**config.mk**
```make
export PLATFORM = sky130hd
export DESIGN_NAME = corr_detect
export DESIGN_NICKNAME = d
export VERILOG_FILES = /design/src/rtl/corr_pkg.sv /design/src/rtl/corr_agree.sv /design/src/rtl/corr_thresh.sv /design/src/rtl/corr_vote.sv /design/src/rtl/corr_detect.sv
export SDC_FILE = /design/constraint.sdc
export NUM_CORES = 1
export LEC_CHECK = 0
export ABC_AREA = 1
export BUFFER_PORTS_ARGS = -buffer_cell sky130_fd_sc_hd__buf_2
export CAP_MARGIN = 20
export CORE_MARGIN = 2
export CORE_UTILIZATION = 33
export CTS_CLUSTER_DIAMETER = 150
export CTS_CLUSTER_SIZE = 14
export DETAILED_ROUTE_END_ITERATION = 10
export HOLD_SLACK_MARGIN = 0.02
export SYNTH_ARGS = -nofsm -noshare
export SYNTH_HDL_FRONTEND = slang
export SYNTH_SLANG_ARGS = --single-unit
```
**constraint.sdc**
```tcl
create_clock -name clk -period 1 [get_ports clk]
set_input_delay 0.15 -clock clk [delete_from_list [all_inputs] [get_ports clk]]
set_output_delay 0.15 -clock clk [all_outputs]
set_load 0.05 [all_outputs]
```
**src/rtl/corr_pkg.sv**
```systemverilog
package corr_pkg;

  typedef enum logic [1:0] {
    THR_LOW   = 2'b00,
    THR_MID   = 2'b01,
    THR_FULL  = 2'b10,
    THR_SPARE = 2'b11
  } thr_code_e;

  // Population count over a fixed 16-bit field; callers zero-extend.
  function automatic logic [4:0] count_ones(input logic [15:0] v);
    logic [4:0] acc;
    acc = '0;
    for (int i = 0; i < 16; i++) acc = acc + {4'd0, v[i]};
    return acc;
  endfunction

  // Smallest agreement count reaching pct percent of n samples.
  function automatic int pct_to_count(input int n, input int pct);
    return (n * pct + 99) / 100;
  endfunction

endpackage

```
**src/rtl/corr_agree.sv**
```systemverilog
module corr_agree #(
  parameter int N = 5
) (
  input  logic         test_bit,
  input  logic [N-1:0] samples,
  input  logic [N-1:0] active,
  output logic [N-1:0] agree
);
  for (genvar i = 0; i < N; i++) begin : g_bit
    assign agree[i] = active[i] & ~(samples[i] ^ test_bit);
  end
endmodule

```
**src/rtl/corr_thresh.sv**
```systemverilog
module corr_thresh
  import corr_pkg::*;
#(
  parameter int N_BIG   = 5,
  parameter int N_SMALL = 4,
  parameter int CNT_W   = 3,
  parameter int SPARE_W = 4
) (
  input  logic               use_four,
  input  logic [1:0]         code,
  output logic [CNT_W-1:0]   need_k,
  output logic [SPARE_W-1:0] spare_fill
);
  localparam int K_BIG_LOW   = pct_to_count(N_BIG, 60);
  localparam int K_BIG_MID   = pct_to_count(N_BIG, 80);
  localparam int K_BIG_FULL  = N_BIG;
  localparam int K_SMALL_LOW = pct_to_count(N_SMALL, 75);
  localparam int K_SMALL_FULL = N_SMALL;

  thr_code_e c;
  int        k;
  int        ones_needed;

  assign c = thr_code_e'(code);

  always_comb begin
    if (use_four) begin
      k = (c == THR_LOW) ? K_SMALL_LOW : K_SMALL_FULL;
    end else begin
      case (c)
        THR_LOW: k = K_BIG_LOW;
        THR_MID: k = K_BIG_MID;
        default: k = K_BIG_FULL;
      endcase
    end
    // Voter of 2*N_BIG-1 inputs needs N_BIG ones; spare ones lower the bar.
    ones_needed = N_BIG - k;
  end

  assign need_k = CNT_W'(k);

  for (genvar i = 0; i < SPARE_W; i++) begin : g_fill
    assign spare_fill[i] = (i < ones_needed);
  end
endmodule

```
**src/rtl/corr_vote.sv**
```systemverilog
module corr_vote
  import corr_pkg::*;
#(
  parameter int W = 9
) (
  input  logic [W-1:0] votes,
  output logic         hit
);
  localparam int HALF = (W + 1) / 2;
  logic [4:0] tally;
  assign tally = count_ones(16'(votes));
  assign hit   = (tally >= 5'(HALF));
endmodule

```
**src/rtl/corr_detect.sv**
```systemverilog
module corr_detect
  import corr_pkg::*;
#(
  parameter int N_BIG   = 5,
  parameter int N_SMALL = 4
) (
  input  logic             clk,
  input  logic             rst_n,
  input  logic             in_valid,
  input  logic             test_bit,
  input  logic [N_BIG-1:0] samples,
  input  logic             use_four,
  input  logic [1:0]       thr_code,
  output logic             out_valid,
  output logic             match,
  output logic [$clog2(N_BIG+1)-1:0] agree_cnt
);
  localparam int CNT_W   = $clog2(N_BIG + 1);
  localparam int VOTE_W  = 2 * N_BIG - 1;
  localparam int SPARE_W = VOTE_W - N_BIG;

  logic [N_BIG-1:0]   active;
  logic [N_BIG-1:0]   agree_vec;
  logic [CNT_W-1:0]   agree_sum;
  logic [CNT_W-1:0]   need_k;
  logic [SPARE_W-1:0] spare_fill;
  logic               vote_hit;

  for (genvar i = 0; i < N_BIG; i++) begin : g_act
    assign active[i] = !use_four || (i < N_SMALL);
  end

  corr_agree #(.N(N_BIG)) u_agree (
    .test_bit (test_bit),
    .samples  (samples),
    .active   (active),
    .agree    (agree_vec)
  );

  corr_thresh #(
    .N_BIG(N_BIG), .N_SMALL(N_SMALL), .CNT_W(CNT_W), .SPARE_W(SPARE_W)
  ) u_thresh (
    .use_four   (use_four),
    .code       (thr_code),
    .need_k     (need_k),
    .spare_fill (spare_fill)
  );

  corr_vote #(.W(VOTE_W)) u_vote (
    .votes ({spare_fill, agree_vec}),
    .hit   (vote_hit)
  );

  assign agree_sum = CNT_W'(count_ones(16'(agree_vec)));

  always_ff @(posedge clk or negedge rst_n) begin
    if (!rst_n) begin
      out_valid <= 1'b0;
      match     <= 1'b0;
      agree_cnt <= '0;
    end else begin
      out_valid <= in_valid;
      if (in_valid) begin
        match     <= vote_hit;
        agree_cnt <= agree_sum;
      end
    end
  end
endmodule

```
==> results_tabular.tex, run 1 <==
\begin{tabular}{lr}
\hline
Metric & Value \\
\hline
\multicolumn{2}{l}{\textbf{Cells and area}} \\
Net count reported at finish & 118 \\
Utilization after layout & 57.2\% \\
P\&R area growth vs syn & 66.1\% \\
Post-route design area & 852 um2 \\
Layout fillers & $\sim$150 \\
Proportion of layout cells with a drive suffix above 1 & a little under half \\
Antenna Diode Count & 0 \\
\multicolumn{2}{l}{\textbf{CTS}} \\
Clock latency at the later pin of the worst-skew pair & 240 ps \\
Number of buffers on the longest clock path & 2 \\
Count of hold buffers inserted by post-cts repair & 1 \\
TritonCTS Buffers & 3 \\
Clock tree from TritonCTS & yes \\
Deepest level of the CTS H-tree & 1 \\
Number of clock sinks seen by CTS & 5 \\
Clock transition at the registers of the reported paths & 50 ps \\
CTS root buffer & sky130\_fd\_sc\_hd\_\_clkbuf\_4 \\
\multicolumn{2}{l}{\textbf{Critical path}} \\
Top cell family by delay on the critical path & adder cells \\
Cell at the slowest stage of the critical path & sky130\_fd\_sc\_hd\_\_fa\_1 \\
WP data arrival & roughly 3000 ps \\
Delay of the slowest cell on the worst path & 480 ps \\
Setup Crit Path Kind & input port to flip-flop \\
Launching element type of the critical path & input port \\
Cell type with the highest occurrence count on the critical path & sky130\_fd\_sc\_hd\_\_fa\_1 \\
Source of the worst register-to-register timing path & match \\
Worst setup path startpoint & test\_bit \\
Critical path buffer and inverter count & 4 \\
Critical-path maximum fanout & 3 \\
Setup crit end kind & flip-flop \\
CP Data Required Time & approximately 1100 ps \\
Chain of cells forming the critical path & buf\_8 -> xnor2\_2 -> ha\_1 -> fa\_1 -> ha\_4 -> inv\_2 -> fa\_1 -> fa\_2 -> inv\_2 -> fa\_1 -> inv\_1 -> a21oi\_1 -> nand2\_1 -> nand3\_2 \\
\multicolumn{2}{l}{\textbf{Yosys}} \\
Post-synth top flop & sky130\_fd\_sc\_hd\_\_dfrtp\_1 \\
Cell accounting for the most synthesized area & sky130\_fd\_sc\_hd\_\_dfrtp\_1 \\
EDFF count, synth & 0 \\
Syn nets & 83 \\
Fraction of synthesized cell area taken by the top area cell type & 24.4\% \\
Most frequent cell after synthesis & sky130\_fd\_sc\_hd\_\_inv\_1 \\
Number of flip-flops and latches in the synthesized netlist & 5 \\
Fraction of the yosys area taken by sequential cells & between 20\% and 30\% \\
Syn Inst Count & slightly above 60 \\
Synth warn & 0 \\
Fraction of registers with async set or reset after synthesis & 100\% \\
Syn Std Cell Area & between 500 and 600 um2 \\
Post-Synthesis Mean Instance Area & 8.41 um2 \\
Biggest area contributors in the synthesized netlist & sky130\_fd\_sc\_hd\_\_dfrtp\_1 24\%, sky130\_fd\_sc\_hd\_\_fa\_1 20\%, sky130\_fd\_sc\_hd\_\_inv\_1 13\% \\
Number of distinct library cells after synthesis & 14 \\
Leading cell types by count after synthesis & 18 x sky130\_fd\_sc\_hd\_\_inv\_1, 12 x sky130\_fd\_sc\_hd\_\_nand2\_1, 5 x sky130\_fd\_sc\_hd\_\_dfrtp\_1, 5 x sky130\_fd\_sc\_hd\_\_fa\_1, 5 x sky130\_fd\_sc\_hd\_\_ha\_1 \\
\multicolumn{2}{l}{\textbf{Route}} \\
Final wirelength & about 1100 um \\
Via/cell ratio & around 4.3 \\
Initial DRC count & 10 \\
Via count & 473 \\
Antenna-violating nets left & 0 \\
Post-route DRC & 0 \\
Mean routed wirelength per cell & 9.78 um \\
Router iterations before antenna repair & 4 \\
\multicolumn{2}{l}{\textbf{Global route}} \\
Pin count of the biggest net entering global routing & 10 \\
Number of antenna violations at the first check in global routing & 0 \\
Number of global-route vias before repair & 486 \\
Met2 capacity usage during global routing & between 20\% and 30\% \\
Met1 track demand over resource & 17.6\% \\
Total congestion overflow after global routing & 0 \\
Most Used Layer, Global Route & met2 \\
Met3 track demand over resource & 6.25\% \\
First-pass GRT wire length & 1960 um \\
Total GRT Usage & 14.1\% \\
\multicolumn{2}{l}{\textbf{Power}} \\
Net switching power figure & around 0.78 mW \\
Leak pwr & 0.463 nW \\
Flop pwr share & 15.9\% \\
Worst VDD drop & roughly 1.1 mV \\
Combinational fraction of design power & between 70\% and 80\% \\
Power share of the clock group & between 10 and 15\% \\
Total power divided by cell area & 2220 mW/mm2 \\
Fraction of power spent switching nets & 41.4\% \\
Internal power summed over all cells & 1.11 mW \\
\multicolumn{2}{l}{\textbf{Timing}} \\
Maximum achievable frequency & about 340 MHz \\
Worst-Margin Slew & about 280 ps \\
Final setup viols & 4 \\
Hold Fails Final Rpt & 0 \\
Worst Skew & 0 ps \\
Normalized max-slew margin & just over 80\% \\
Final slew viol count & 0 \\
Final critical path time including I/O delays and setup & 2910 ps \\
Ratio of final minimum period to clock period & 291\% \\
Setup repair after global routing missed its margin & yes \\
Final worst setup slack & -1910 ps \\
\multicolumn{2}{l}{\textbf{Worst hold path}} \\
Class of the worst hold path & input port to flip-flop \\
Start point of the worst min-delay path & in\_valid \\
\multicolumn{2}{l}{\textbf{Placed design}} \\
Placed instance area & approximately 640 um2 \\
Port Buffer Count & 16 \\
Last weighted congestion value of the routability-driven placer & between 0.6 and 0.7 \\
Placed wire-length estimate & 747 um \\
\multicolumn{2}{l}{\textbf{Run}} \\
Number of violations of the max-capacitance limit & 0 \\
\multicolumn{2}{l}{\textbf{Floorplanning}} \\
Initial core utilization & 34.5\% \\
DIE AREA & 0.00189 mm2 \\
Width of the chip & around 43 um \\
Area of the core region & about 0.0015 mm2 \\
Core Rows & 14 \\
I/O pins & 17 \\
Die H & 43.4 um \\
\multicolumn{2}{l}{\textbf{Run status}} \\
Failing checks & setup timing \\
Run status & finished, violations left \\
\hline
\end{tabular}
==> cells in the final DEF, fill, tap and decap left out, drive strengths merged <==
master,netlist,layout
a21oi,1,1
buf,1,30
dlygate4sd3,0,1
xnor2,4,4
inv,18,18
clkbuf,0,4
xor2,1,1
o21ai,3,3
dfrtp,5,5
fa,5,5
nor2,4,4
nand2,12,12
ha,5,5
o31ai,1,1
nand3,1,1
==> final timing paths <==
| kind | to | cells after the start | slack [ps] |
|---|---|---|---|
| max reg2reg | match | 2 | 310 |
| min reg2reg | agree_cnt[2] | 2 | 500 |
| max in group asynchronous | agree_cnt[2] | 2 | 610 |
| max | match | 14 | -1910 |
| min in group asynchronous | agree_cnt[0] | 2 | 250 |
| min | out_valid | 1 | 30 |
==> state kept, by name, indices dropped and copies added (netlist names) <==
name / cells
out_valid: 1
agree_cnt: 3
match: 1
==> logic make-up after synthesis <==
| logic type | after synthesis | synth area share, % |
|---|---|---|
| buf+inv | 19 | 15.4 |
| simple gates | 17 | 13.2 |
| fa+ha+maj | 10 | 31.7 |
| compound gates | 5 | 5.36 |
| xor+xnor | 5 | 10.0 |
| flops | 5 | 24.4 |
==> cell type report <==
class,instances,area (um2),area share (%)
sequential,5,125,14.7
clock buffer,4,26.3,3.08
inverter,18,67.6,7.93
tap,16,20.0,2.35
timing repair buffer,31,263,30.8
multi-input combinational,37,350,41.1
==> power by group through the flow <==
stage	sequential, mW	clock [mW]	combinational [mW]
6_report	0.301	0.234	1.36
3_5_place_dp	0.288	0	0.835
3_3_place_gp	0.286	0	0.809
5_1_grt	0.309	0.268	1.49
4_1_cts	0.290	0.241	1.26
2_1_floorplan	0.486	0	0.403
==> through the flow <==
step                      hold WS [ps]  std cells  power, mW  setup TNS, ps  setup WS [ps]
after floorplan                   -146         61      0.889          -4590          -2000
after global placement           -32.2         97       1.10          -4910          -2100
after detailed placement         -28.2         97       1.12          -5030          -2140
after CTS                         25.8        111       1.79          -4740          -1870
after global routing              11.8        111       2.06          -5020          -2000
final                             29.3        111       1.89          -4820          -1910
==> what timing repair did <==
item	in CTS	in global routing
setup endpoints to repair	7	8
setup buffers	9	0
gates resized for setup	22	8
pin swaps	4	2
endpoints found under the hold margin	5	1
==> metal layers <==
layer | up-vias | wire [um]
li1 | 241 | -
met1 | 222 | 470
met4 | 0 | 0
met5 | - | 0
met2 | 10 | 566
met3 | 0 | 49
No activity file was read; power rests on OpenSTA's default activity.
==> run 2, diff against run 1 <==
- CELL_PAD_IN_SITES_DETAIL_PLACEMENT: unset -> 1
- CELL_PAD_IN_SITES_GLOBAL_PLACEMENT: unset -> 2
- CORE_UTILIZATION: 33 -> 29
- GPL_TIMING_DRIVEN: unset -> 0
- PLACE_DENSITY_LB_ADDON: unset -> 0.1
- TNS_END_PERCENT: unset -> 30
==> run 2 against run 1 <==
The run still ends with setup timing left. Clock skew unchanged. Sequential cell count unchanged. Final cell count down 12%.
==> results_tabular.tex, run 2 (synthesis gave the netlist of run 1 again) <==
\begin{tabular}{lr}
\hline
Metric & Value \\
\hline
\multicolumn{2}{l}{\textbf{Critical path}} \\
Cell at the slowest stage of the critical path & sky130\_fd\_sc\_hd\_\_fa\_1 \\
Top cell family by delay on the critical path & adder cells \\
Delay of the slowest cell on the worst path & 450 ps (-30 ps) \\
Critical-path maximum fanout & 5 (+2) \\
Chain of cells forming the critical path & buf\_6 -> xnor2\_1 -> ha\_1 -> fa\_1 -> ha\_1 -> inv\_2 -> fa\_1 -> fa\_2 -> inv\_2 -> fa\_1 -> inv\_1 -> a21oi\_1 -> nand2\_1 -> nand3\_1 \\
WP data arrival & 3000 ps (-40 ps) \\
CP Data Required Time & 1120 ps (about the same) \\
Setup crit end kind & flip-flop \\
Cell type with the highest occurrence count on the critical path & sky130\_fd\_sc\_hd\_\_fa\_1 \\
Launching element type of the critical path & input port \\
Critical path buffer and inverter count & 4 (unchanged) \\
Setup Crit Path Kind & input port to flip-flop \\
\multicolumn{2}{l}{\textbf{Floorplanning}} \\
DIE AREA & 0.00212 mm2 (+13\%) \\
Width of the chip & 46.1 um (+6.1\%) \\
I/O pins & 17 (unchanged) \\
Core Rows & 15 (+1) \\
Die H & 46.1 um (+6.1\%) \\
Initial core utilization & 30.4\% (-4.1 points) \\
Area of the core region & 0.00169 mm2 (+13\%) \\
\multicolumn{2}{l}{\textbf{Route}} \\
Final wirelength & 859 um (-21\%) \\
Post-route DRC & 0 (unchanged) \\
Initial DRC count & 2 (-8) \\
Via count & 422 (-11\%) \\
Antenna-violating nets left & 0 (unchanged) \\
Mean routed wirelength per cell & 8.77 um (-10\%) \\
Via/cell ratio & 4.31 (+1.1\%) \\
Router iterations before antenna repair & 2 (-2) \\
\multicolumn{2}{l}{\textbf{Cells and area}} \\
Layout fillers & 208 (+43\%) \\
Largest registers ranked by flip-flop count & agree\_cnt x3, match x1, out\_valid x1 \\
Most common cell after layout, fill and taps aside & sky130\_fd\_sc\_hd\_\_inv\_1 \\
P\&R area growth vs syn & 28.8\% \\
Post-route design area & 661 um2 (-22\%) \\
Area occupied by multi-input gates & 314 um2 (-10\%) \\
Flip-flop count of the largest register after layout & 3 (unchanged) \\
Net count reported at finish & 104 (-12\%) \\
Utilization after layout & 39.1\% (-18 points) \\
Proportion of layout cells with a drive suffix above 1 & 30.9\% (-17 points) \\
Antenna Diode Count & 0 (unchanged) \\
FF/Latch Area & 125 um2 (unchanged) \\
Biggest register & agree\_cnt \\
Highest-count cells in the layout ignoring fill and taps & 16 x sky130\_fd\_sc\_hd\_\_inv\_1, 12 x sky130\_fd\_sc\_hd\_\_nand2\_1, 11 x sky130\_fd\_sc\_hd\_\_buf\_2 \\
\multicolumn{2}{l}{\textbf{CTS}} \\
CTS root buffer & sky130\_fd\_sc\_hd\_\_clkbuf\_4 \\
Post CTS Setup Buffer Count & 0 (-9) \\
Clock transition at the registers of the reported paths & 40 ps (about the same) \\
Deepest level of the CTS H-tree & 1 (unchanged) \\
TritonCTS Buffers & 3 (unchanged) \\
Number of clock sinks seen by CTS & 5 (unchanged) \\
Clock latency at the later pin of the worst-skew pair & 240 ps (about the same) \\
Clock tree from TritonCTS & yes \\
Number of buffers on the longest clock path & 2 (unchanged) \\
\multicolumn{2}{l}{\textbf{Timing}} \\
Final slew viol count & 0 (unchanged) \\
Final critical path time including I/O delays and setup & 2880 ps (-33.1 ps) \\
Final worst setup slack & -1880 ps (+33.1 ps) \\
Worst hold slack & 28.4 ps (-0.937 ps) \\
Setup repair after global routing missed its margin & yes \\
Hold Fails Final Rpt & 0 (unchanged) \\
Normalized max-slew margin & 80.1\% (-0.81 points) \\
Worst Skew & 0 ps (unchanged) \\
Final setup viols & 4 (unchanged) \\
Ratio of final minimum period to clock period & 288\% (-3.3 points) \\
Worst-Margin Slew & 296 ps (+12.0 ps) \\
Maximum achievable frequency & 347 MHz (+1.1\%) \\
\multicolumn{2}{l}{\textbf{Power}} \\
Total power draw & 1.33 mW (-30\%) \\
Worst VDD drop & 0.619 mV (-43\%) \\
Total power divided by cell area & 2010 mW/mm2 (-9.3\%) \\
Leak pwr & 0.361 nW (-22\%) \\
\multicolumn{2}{l}{\textbf{Global route}} \\
Pin count of the biggest net entering global routing & 10 (unchanged) \\
First-pass GRT wire length & 1460 um (-25\%) \\
Total GRT Usage & 9.74\% (-4.4 points) \\
Number of global-route vias before repair & 394 (-19\%) \\
Number of antenna violations at the first check in global routing & 0 (unchanged) \\
Total congestion overflow after global routing & 0 (unchanged) \\
\multicolumn{2}{l}{\textbf{Placed design}} \\
Last weighted congestion value of the routability-driven placer & 0.631 (-7.8\%) \\
Placed wire-length estimate & 798 um (+6.7\%) \\
Port Buffer Count & 15 (-1) \\
Placed instance area & 612 um2 (-5.0\%) \\
\multicolumn{2}{l}{\textbf{Run}} \\
Number of violations of the max-capacitance limit & 0 (unchanged) \\
\multicolumn{2}{l}{\textbf{Run status}} \\
Run status & finished, violations left \\
Failing checks & setup timing \\
\multicolumn{2}{l}{\textbf{Worst hold path}} \\
Class of the worst hold path & input port to flip-flop \\
\hline
\end{tabular}
[run 2: worst reg2reg max path: cells and delay by family (launching register included)]
kind | cells | cell delay (ps)
flip-flops | 1 | 370
AND/OR/NAND/NOR | 2 | 140
[run 2: through the flow]
step	worst slack (ps)	instances	setup TNS, ps
after floorplan	-2000	61	-4610
after global placement	-2110	93	-4960
after detailed placement	-2180	93	-5110
after CTS	-1910	98	-3980
after global routing	-2010	98	-4250
final	-1880	98	-3900
[run 2: final timing paths]
kind / slack (ps) / depth (start not counted) / startpoint / endpoint
min in group asynchronous: 250 / 2 / rst_n / agree_cnt[1]
hold / removal: 30 / 1 / in_valid / out_valid
setup / recovery: -1880 / 14 / test_bit / match
max in group asynchronous: 620 / 2 / rst_n / out_valid
hold reg to reg: 480 / 2 / agree_cnt[0] / agree_cnt[0]
setup reg to reg: 370 / 2 / match / match
[run 2: power by group]
| group | internal [mW] | switching (mW) |
|---|---|---|
| Clock | 0.151 | 0.0833 |
| Sequential | 0.259 | 0.0261 |
| Combinational | 0.297 | 0.514 |
| Total | 0.707 | 0.624 |
[run 2: layer usage]
layer | part of all wire (%) | wire length, um | global-route usage (%)
met5 | 0 | 0 | 0
met4 | 2.4 | 21 | 6.86
met3 | 5.8 | 50 | 1.18
met2 | 53 | 455 | 17.8
met1 | 39 | 331 | 10.1
[run 2: area by class of cell]
type / instances / share of cell area [%]
Inverter: 18 / 10.2
Clock buffer: 4 / 3.98
Timing Repair Buffer: 16 / 14.4
Multi-Input combinational cell: 37 / 47.5
Sequential cell: 5 / 18.9
Buffer: 1 / 1.70
Tap cell: 17 / 3.22
[run 2: timing repair]
item / 4_1_cts / 5_1_grt
resized for setup: 2 / 5
endpoints found under the setup margin: 4 / 8
hold buffers: 1 / 0
hold endpoints to repair: 5 / 0
==> run 3, diff against run 2 <==
- BUFFER_PORTS_ARGS: -buffer_cell sky130_fd_sc_hd__buf_2 -> unset
- CORE_UTILIZATION: 29 -> 33
- DONT_BUFFER_PORTS: unset -> 1
==> run 3 against run 2 <==
The flow still finishes with violations (setup timing). Critical path depth stayed put. Utilization up 2.6 points. Combinational power shrank 31%. Highest routed layer is now met3.
==> results_tabular.tex, run 3 (synthesis gave the netlist of run 1 again) <==
\begin{tabular}{lr}
\hline
Metric & Value \\
\hline
\multicolumn{2}{l}{\textbf{Run status}} \\
Run status & finished, violations left \\
Failing checks & setup timing \\
\multicolumn{2}{l}{\textbf{CTS}} \\
Clock tree from TritonCTS & yes \\
Clock latency at the later pin of the worst-skew pair & 240 ps (about the same) \\
TritonCTS Buffers & 3 (unchanged) \\
Clock transition at the registers of the reported paths & 40 ps (about the same) \\
Number of buffers on the longest clock path & 2 (unchanged) \\
Deepest level of the CTS H-tree & 1 (unchanged) \\
CTS root buffer & sky130\_fd\_sc\_hd\_\_clkbuf\_4 \\
Number of clock sinks seen by CTS & 5 (unchanged) \\
\multicolumn{2}{l}{\textbf{Critical path}} \\
Minimum setup slack among reg-to-reg paths & 70 ps (-300 ps) \\
CP Data Required Time & 1130 ps (about the same) \\
WP data arrival & 2990 ps (about the same) \\
R2R Path End & match \\
Cell type with the highest occurrence count on the critical path & sky130\_fd\_sc\_hd\_\_fa\_1 \\
Worst setup path startpoint & test\_bit \\
Source of the worst register-to-register timing path & match \\
Chain of cells forming the critical path & buf\_12 -> xnor2\_2 -> ha\_1 -> fa\_1 -> ha\_1 -> inv\_2 -> fa\_1 -> fa\_2 -> inv\_2 -> fa\_1 -> inv\_1 -> a21oi\_2 -> nand2\_1 -> nand3\_2 \\
Setup crit end kind & flip-flop \\
Delay of the slowest cell on the worst path & 450 ps (about the same) \\
Setup Crit Path Kind & input port to flip-flop \\
Critical-path maximum fanout & 5 (unchanged) \\
Reg2Reg Depth & 2 (unchanged) \\
Cell at the slowest stage of the critical path & sky130\_fd\_sc\_hd\_\_fa\_1 \\
Launching element type of the critical path & input port \\
\multicolumn{2}{l}{\textbf{Route}} \\
Router iterations before antenna repair & 2 (unchanged) \\
Post-route DRC & 0 (unchanged) \\
Mean routed wirelength per cell & 10.5 um (+20\%) \\
Sum of met2 wire segment lengths after detailed routing & 423 um (-7.0\%) \\
Via/cell ratio & 4.51 (+4.6\%) \\
Final wirelength & 870 um (+1.3\%) \\
Initial DRC count & 3 (+1) \\
Post-Route M1 WL & 387 um (+17\%) \\
Antenna-violating nets left & 0 (unchanged) \\
Topmost layer with routed signal wires & met3 \\
Total length of routed met3 wires & 59 um (+18\%) \\
Via count & 374 (-11\%) \\
\multicolumn{2}{l}{\textbf{Global route}} \\
Number of global-route vias before repair & 373 (-5.3\%) \\
First-pass GRT wire length & 1590 um (+9.0\%) \\
Total congestion overflow after global routing & 0 (unchanged) \\
Number of antenna violations at the first check in global routing & 0 (unchanged) \\
Total GRT Usage & 11.8\% (+2.1 points) \\
Pin count of the biggest net entering global routing & 10 (unchanged) \\
\multicolumn{2}{l}{\textbf{Floorplanning}} \\
Initial core utilization & 34.5\% (+4.1 points) \\
Core Rows & 14 (-1) \\
Area of the core region & 0.00149 mm2 (-12\%) \\
DIE AREA & 0.00189 mm2 (-11\%) \\
I/O pins & 17 (unchanged) \\
Die H & 43.4 um (-5.7\%) \\
Width of the chip & 43.4 um (-5.7\%) \\
\multicolumn{2}{l}{\textbf{Timing}} \\
Final critical path time including I/O delays and setup & 2860 ps (-18.5 ps) \\
Ratio of final minimum period to clock period & 286\% (-1.8 points) \\
Hold Fails Final Rpt & 0 (unchanged) \\
Final worst setup slack & -1860 ps (+18.5 ps) \\
Final slew viol count & 0 (unchanged) \\
Worst Skew & 0 ps (unchanged) \\
Setup repair after global routing missed its margin & yes \\
Maximum achievable frequency & 349 MHz (+0.65\%) \\
Worst-Margin Slew & 484 ps (+188 ps) \\
Normalized max-slew margin & 67.7\% (-12 points) \\
Final setup viols & 6 (+2) \\
Sum of negative setup slack & -3940 ps (-34.5 ps) \\
\multicolumn{2}{l}{\textbf{Cells and area}} \\
Utilization after layout & 41.7\% (+2.6 points) \\
Biggest register & agree\_cnt \\
Flip-flop count of the largest register after layout & 3 (unchanged) \\
Largest registers ranked by flip-flop count & agree\_cnt x3, match x1, out\_valid x1 \\
Antenna Diode Count & 0 (unchanged) \\
P\&R area growth vs syn & 21.0\% \\
Proportion of layout cells with a drive suffix above 1 & 25.4\% (-5.5 points) \\
Net count reported at finish & 90 (-13\%) \\
Post-route design area & 621 um2 (-6.1\%) \\
Most common cell after layout, fill and taps aside & sky130\_fd\_sc\_hd\_\_inv\_1 \\
Highest-count cells in the layout ignoring fill and taps & 16 x sky130\_fd\_sc\_hd\_\_inv\_1, 12 x sky130\_fd\_sc\_hd\_\_nand2\_1, 5 x sky130\_fd\_sc\_hd\_\_ha\_1 \\
\multicolumn{2}{l}{\textbf{Power}} \\
Power share of the clock group & 18.2\% (+0.6 points) \\
Flop pwr share & 38.5\% (+17 points) \\
Total power divided by cell area & 2090 mW/mm2 (+3.6\%) \\
Net switching power figure & 0.631 mW (+1.2\%) \\
Fraction of power spent switching nets & 48.7\% (+1.8 points) \\
Worst VDD drop & 0.760 mV (+23\%) \\
Combinational fraction of design power & 43.3\% (-18 points) \\
Leak pwr & 0.319 nW (-12\%) \\
Internal power summed over all cells & 0.664 mW (-6.0\%) \\
\multicolumn{2}{l}{\textbf{Placed design}} \\
Placed instance area & 536 um2 (-12\%) \\
Port Buffer Count & 0 (-15) \\
Last weighted congestion value of the routability-driven placer & 0.708 (+12\%) \\
Placed wire-length estimate & 738 um (-7.4\%) \\
\multicolumn{2}{l}{\textbf{Run}} \\
Number of violations of the max-capacitance limit & 0 (unchanged) \\
\multicolumn{2}{l}{\textbf{Worst hold path}} \\
Class of the worst hold path & input port to asynchronous set/reset pin \\
\hline
\end{tabular}
## run 3: cell count changes in the layout (fill, tap and decap cells not counted), sizes merged
cell / change
buf: -12
clkbuf: -3
dlygate4sd3: +1
## run 3: worst max-delay path by stage
stage / to / slack, ps / cells past startpoint
floorplan: match / -2000 / 14
global placement: match / -2150 / 14
detailed placement: match / -2170 / 14
CTS: match / -1890 / 14
global route: match / -1980 / 14
finish: match / -1860 / 14
## run 3: final cells by class
type,count,area [um2]
Buffer,1,20.0
Clock buffer,4,26.3
Fill cell,187,868
Inverter,18,67.6
Multi-Input combinational cell,37,338
Sequential cell,5,129
Tap cell,16,20.0
Timing Repair Buffer,2,20.0
## run 3: power by group through the flow
stage	logic (mW)	registers (mW)	clock network, mW
global route	0.677	0.509	0.261
detailed placement	0.515	0.497	0
floorplan	0.400	0.486	0
global placement	0.493	0.495	0
CTS	0.541	0.501	0.246
finish	0.561	0.499	0.236
## run 3: critical path: cells and delay by family
kind	cells	cell delay, ps
compound gates	1	50
fa+ha+maj	6	2230
buf+inv	4	300
simple gates	2	140
xor+xnor	1	120
## run 3: routing by layer
layer,global-route usage [%],up-vias
li1,-,186
met1,14.3,174
met2,18.2,14
met3,6.25,0
met4,3.64,0
met5,0,-
## run 3: timing repair
item / CTS / global route
endpoints found under the hold margin: 6 / 0
buffers inserted: 0 / 0
setup endpoints to repair: 9 / 6
hold buffers: 2 / 0
pin swaps: 0 / 1
gates resized for setup: 5 / 6
## run 3: per-stage QoR
step | power, mW | hold WS, ps | std cells | setup WS [ps]
4_1_cts | 1.29 | 187 | 83 | -1890
2_1_floorplan | 0.886 | -146 | 61 | -2000
3_5_place_dp | 1.01 | -146 | 77 | -2170
6_report | 1.30 | 189 | 83 | -1860
5_1_grt | 1.45 | 195 | 83 | -1980
3_3_place_gp | 0.988 | -146 | 77 | -2150
